## config.mk

```make
export PLATFORM = sky130hd
export DESIGN_NAME = prio_irq_hub
export DESIGN_NICKNAME = d
export VERILOG_FILES = /design/src/rtl/prio_irq_hub.sv
export SDC_FILE = /design/constraint.sdc
export NUM_CORES = 1
export LEC_CHECK = 0
export BUFFER_PORTS_ARGS = -buffer_cell sky130_fd_sc_hd__buf_2
export CAP_MARGIN = 20
export CORE_ASPECT_RATIO = 1.75
export CORE_MARGIN = 2
export CORE_UTILIZATION = 51
export CTS_CLUSTER_DIAMETER = 150
export DETAILED_ROUTE_END_ITERATION = 12
export PLACE_DENSITY = 0.88
export SLEW_MARGIN = 20
export SYNTH_ARGS = -nofsm -noshare
export SYNTH_HDL_FRONTEND = slang
export SYNTH_SLANG_ARGS = --single-unit
```

## constraint.sdc

```tcl
create_clock -name clk -period 8.3 [get_ports clk]
set_input_delay 0.83 -clock clk [delete_from_list [all_inputs] [get_ports clk]]
set_output_delay 0.83 -clock clk [all_outputs]
set_load 0.02 [all_outputs]
```

## src/rtl/prio_irq_hub.sv

```systemverilog
`timescale 1ns/1ps
module prio_irq_hub #(
  parameter int NSRC   = 6,
  parameter int NCTX   = 2,
  parameter int PRIO_W = 3,
  parameter int ADDR_W = 26
) (
  input  logic              clk,
  input  logic              rst_n,
  input  logic [NSRC:1]     src_i,
  input  logic              bus_req,
  input  logic              bus_we,
  input  logic [ADDR_W-1:0] bus_addr,
  input  logic [31:0]       bus_wdata,
  output logic [31:0]       bus_rdata,
  output logic [NCTX-1:0]   ctx_irq
);
  localparam int IDW = 10;
  localparam logic [31:0] EN_BASE  = 32'h0000_2000;
  localparam logic [31:0] CTL_BASE = 32'h0020_0000;
  localparam logic [31:0] EN_END   = EN_BASE + 32'h80 * NCTX;
  localparam logic [31:0] CTL_END  = CTL_BASE + 32'h1000 * NCTX;

  logic [PRIO_W-1:0] prio   [1:NSRC];
  logic [NSRC:1]     en     [NCTX];
  logic [PRIO_W-1:0] thresh [NCTX];
  logic [NSRC:1]     pend, claimed, pend_n, claimed_n;
  logic [IDW-1:0]    best   [NCTX];

  logic [31:0] a32, rd_val;
  logic        is_prio, is_en, is_ctl;
  int          p_id, en_ctx, en_word, ctl_ctx;
  logic [11:0] ctl_off;
  logic        claim_go, cmpl_go, cmpl_ok;
  logic [IDW-1:0] claim_id, cmpl_id;

  assign a32     = 32'(bus_addr);
  assign is_prio = a32 < 32'h1000;
  assign is_en   = a32 >= EN_BASE && a32 < EN_END;
  assign is_ctl  = a32 >= CTL_BASE && a32 < CTL_END;
  assign p_id    = int'(a32[11:2]);
  assign en_ctx  = int'((a32 - EN_BASE) >> 7);
  assign en_word = int'(a32[6:2]);
  assign ctl_ctx = int'((a32 - CTL_BASE) >> 12);
  assign ctl_off = a32[11:0];
  assign cmpl_id = bus_wdata[IDW-1:0];

  always_comb begin
    logic [PRIO_W-1:0] bp;
    for (int c = 0; c < NCTX; c++) begin
      best[c] = '0;
      bp = thresh[c];
      for (int k = 1; k <= NSRC; k++)
        if (pend[k] && en[c][k] && prio[k] > bp) begin
          bp = prio[k];
          best[c] = IDW'(k);
        end
      ctx_irq[c] = best[c] != '0;
    end
  end

  always_comb begin
    claim_go = bus_req && !bus_we && is_ctl && ctl_off == 12'h004;
    cmpl_go  = bus_req && bus_we && is_ctl && ctl_off == 12'h004;
    claim_id = '0;
    for (int c = 0; c < NCTX; c++)
      if (c == ctl_ctx) claim_id = best[c];
    cmpl_ok = 1'b0;
    for (int k = 1; k <= NSRC; k++)
      if (cmpl_go && cmpl_id == IDW'(k) && claimed[k]) cmpl_ok = 1'b1;
  end

  always_comb begin
    pend_n    = pend;
    claimed_n = claimed;
    for (int k = 1; k <= NSRC; k++) begin
      if (claim_go && claim_id == IDW'(k)) begin
        pend_n[k]    = 1'b0;
        claimed_n[k] = 1'b1;
      end
      if (cmpl_ok && cmpl_id == IDW'(k)) claimed_n[k] = 1'b0;
    end
    pend_n = pend_n | (src_i & ~claimed_n);
  end

  always_comb begin
    rd_val = '0;
    if (is_prio) begin
      for (int k = 1; k <= NSRC; k++)
        if (p_id == k) rd_val = 32'(prio[k]);
    end else if (is_en) begin
      for (int c = 0; c < NCTX; c++)
        for (int k = 1; k <= NSRC; k++)
          if (c == en_ctx && k / 32 == en_word) rd_val[k % 32] = en[c][k];
    end else if (is_ctl) begin
      for (int c = 0; c < NCTX; c++)
        if (c == ctl_ctx) begin
          if (ctl_off == 12'h000) rd_val = 32'(thresh[c]);
          else if (ctl_off == 12'h004) rd_val = 32'(best[c]);
        end
    end
  end

  always_ff @(posedge clk) begin
    if (!rst_n) begin
      bus_rdata <= '0;
      pend      <= '0;
      claimed   <= '0;
      for (int k = 1; k <= NSRC; k++) prio[k] <= '0;
      for (int c = 0; c < NCTX; c++) begin
        en[c]     <= '0;
        thresh[c] <= '0;
      end
    end else begin
      bus_rdata <= (bus_req && !bus_we) ? rd_val : 32'h0;
      pend      <= pend_n;
      claimed   <= claimed_n;
      if (bus_req && bus_we) begin
        if (is_prio)
          for (int k = 1; k <= NSRC; k++)
            if (p_id == k) prio[k] <= bus_wdata[PRIO_W-1:0];
        if (is_en)
          for (int c = 0; c < NCTX; c++)
            for (int k = 1; k <= NSRC; k++)
              if (c == en_ctx && k / 32 == en_word) en[c][k] <= bus_wdata[k % 32];
        if (is_ctl && ctl_off == 12'h000)
          for (int c = 0; c < NCTX; c++)
            if (c == ctl_ctx) thresh[c] <= bus_wdata[PRIO_W-1:0];
      end
    end
  end

  a_r7_pend_vs_owned: assert property (@(posedge clk) disable iff (!rst_n)
    !(|(pend & claimed)));

  a_r7_claim_takes_owner: assert property (@(posedge clk) disable iff (!rst_n)
    (claim_go && claim_id != '0) |=> claimed[$past(claim_id)]);

  a_r9_stray_complete: assert property (@(posedge clk) disable iff (!rst_n)
    (cmpl_go && !cmpl_ok) |=> $stable(claimed));

  a_r10_idle_rdata: assert property (@(posedge clk) disable iff (!rst_n)
    !$past(bus_req && !bus_we) |-> bus_rdata == 32'h0);

  for (genvar g = 0; g < NCTX; g++) begin : g_ctx_chk
    a_r5_top_threshold_quiet: assert property (@(posedge clk) disable iff (!rst_n)
      (thresh[g] == {PRIO_W{1'b1}}) |-> !ctx_irq[g]);
    a_r5_no_enable_quiet: assert property (@(posedge clk) disable iff (!rst_n)
      (en[g] == '0) |-> !ctx_irq[g]);
  end
endmodule

```

==> results.tsv <==
stage	metric	value	unit
detailed_routing	drt_iter0_markers	663	
worst_setup_path	startpoint	prio[0][4]	
floorplanning	core-area	0.00909	mm²
synthesis	synth-async-reset-ratio	0	
worst_setup_path	max_stage_delay	0.52	ns
sta	tightest_slew	0.970	ns
synthesis	synth_common_cells	nand2_1, nor2_1, o21ai_0, edfxtp_1, nor3_1	
detailed_routing	drc	0	
sta	slew_headroom	0.352	
global_route	grtUsageTotal	0.306	
detailed_routing	vias_per_cell	6.95	
sta	min_period	8.96	ns
detailed_routing	dr_wl_met2	9120	µm
clock_network	clock-sinks	55	
placement	dp_hpwl	12000	µm
floorplanning	die_height	132	µm
synthesis	ys_types	83	
clock_network	cts-root-buf	clkbuf_16	
floorplanning	die_area	0.0102	mm²
power	peakVddDrop	207	µV
synthesis	syn_area	0.00476	mm²
power	leakagePower	0.00259	µW
sta	setup_tns	-4.45	ns
sta	maxSlewViolCount	0	
detailed_routing	met3_length	1540	µm
outcome	violations	negative setup slack	
clock_network	numCtsBuffers	5	
synthesis	synth-main-ff-cell	edfxtp_1	
worst_setup_path	required	7.47	ns
floorplanning	die_x	77.1	µm
worst_setup_path	worstReg2RegStart	prio[0][4]	
floorplanning	fp-row-count	46	
run	maxCapViolations	0	
worst_setup_path	worstPathMaxFanout	3	
sta	hold_viol_final	0	
min_path	min_path_type	flop to flop	
synthesis	ys.warnings.count	0	
global_route	grt_pass1_wl	24900	µm
synthesis	synth_edf_count	36	
cells_and_area	final_nets	787	
worst_setup_path	worstPathArrival	8.13	ns
detailed_routing	wl_per_cell	23.1	µm
sta	max_freq	112	MHz
clock_network	cts_tree	done	
placement	dp_cells	768	
detailed_routing	top_layer	met4	
sta	min_period_over_period	1.08	
clock_network	cts_buffer_depth	2	
clock_network	clock_latency	0.32	ns
worst_setup_path	worstSetupPathType	flop to output port	
synthesis	avgSynthCellArea	8.46	µm²
sta	rsz0062_at_grt	yes	
worst_setup_path	worstSetupEndpointType	output port	
synthesis	synth.most_common_cell	nand2_1	
floorplanning	ioPinCount	102	
sta	finClkSkew	0.0113	ns
global_route	grt_max_degree	23	
clock_network	h-tree-depth	2	
cells_and_area	areaGrowthSynthToFinish	35.5	%
synthesis	netlist_instances	563	
synthesis	yosysSeqAreaShare	0.307	
worst_setup_path	startpoint_type	flop	
global_route	antenna_found_initial	0	
global_route	grt_pass1_vias	5286	
detailed_routing	via_count	5628	
power	power_density	143	mW/mm²
sta	holdWs	0.506	ns
placement	portBuffers	54	
placement	place_congestion	1.02	
synthesis	ys_top_cells_by_area	edfxtp_1, dfxtp_1, ha_1	
detailed_routing	drt_pass1_iterations	6	
outcome	status	finished, violations left	
cells_and_area	layout.cells.non_filler	810	
detailed_routing	m1WireLength	6030	µm
min_path	hold_start	claimed[5]	
floorplanning	start_util	0.524	
worst_setup_path	crit_slowest_cell	edfxtp_1	
worst_setup_path	path_common_cell	o21ai_2	
cells_and_area	n_antenna_cell	0	
cells_and_area	layout-drive-gt1-share	0.380	
sta	setup_viol	16	
detailed_routing	drt_wl_total	18700	µm
synthesis	synth_seq_cells	55	
sta	worst_slack	-0.656	ns
synthesis	synth_top_area_frac	0.227	
detailed_routing	postRouteAntennaNets	0	
power	total_power	925	µW
synthesis	yosys.area.top_type	edfxtp_1	
clock_network	clk_pin_slew	0.07	ns
global_route	grt.overflow.total	0	
cells in the final DEF (no fill, tap or decap), types with 18 or more instances in the layout:
cell / Yosys / final
nor2_1: 39 / 29
a21oi_1: 31 / 23
inv_1: 30 / 26
o21ai_0: 38 / 24
nand3_1: 23 / 20
buf_4: 25 / 77
nor3_1: 32 / 29
dfxtp_1: 19 / 19
nand2_1: 51 / 42
ha_1: 30 / 18
buf_2: 2 / 52
conb_1: 1 / 25
edfxtp_1: 36 / 36
layout make-up:
class | count | area, µm²
fill | 597 | 2640
tap | 120 | 150
inverter | 32 | 120
sequential | 55 | 1460
clock inverter | 3 | 46.3
clock buffer | 5 | 125
timing repair buffer | 137 | 928
multi-input combinational | 458 | 3620
critical path, delay by kind of cell, from the launching register on:
kind | cells | cell delay, ns
buffers and inverters | 1 | 0.16
adder cells (fa/ha/maj) | 6 | 1.68
multiplexers | 2 | 0.71
AND/OR/NAND/NOR | 13 | 1.71
flip-flops | 1 | 0.52
AO/OA/AOI/OAI | 15 | 3.02
cells by family after synthesis:
logic type / share of synthesized area
buf+inv: 0.0804
simple gates: 0.237
mux: 0.0510
fa+ha+maj: 0.0788
flops: 0.307
other cells: 0.000787
xor+xnor: 0.00736
compound gates: 0.238
routing by layer:
metal | track usage | vias up
met5 | 0 | -
met4 | 0.261 | 0
met3 | 0.0473 | 197
met2 | 0.558 | 503
met1 | 0.291 | 2601
li1 | - | 2327
registers in the layout, summed over array words and instances, names as in the netlist:
register	flops
prio	18
en	12
bus_rdata	7
claimed	6
pend	6
thresh	6
metrics by stage:
step           utilization  setup slack (ns)  cell area (µm²)
5_1_grt              0.710            -0.911             6450
4_1_cts              0.648            -0.309             5900
6_report             0.710            -0.656             6450
3_3_place_gp         0.605           -0.0759             5500
2_1_floorplan            -            -0.160             4970
3_5_place_dp         0.605            -0.401             5500
final timing paths:
path,to,cells past startpoint,slack [ns]
hold reg to reg,claimed[5],1,0.51
setup / recovery,ctx_irq[0],37,-0.66
setup reg to reg,pend[3],41,-0.41
hold / removal,claimed[5],1,0.51
timing repair:
item,4_1_cts,5_1_grt
pin swaps,18,44
setup endpoints to repair,16,16
resized for setup,38,79
buffers inserted,9,28
hold buffers,0,0
report_power, final:
group,switching [µW],total (µW),leakage (µW),internal (µW)
combinational,193,351,0.00201,158
clock,109,253,0.0000804,144
sequential,18.5,321,0.000497,302
total,321,925,0.00259,604
(Power assumes the default switching activity.)
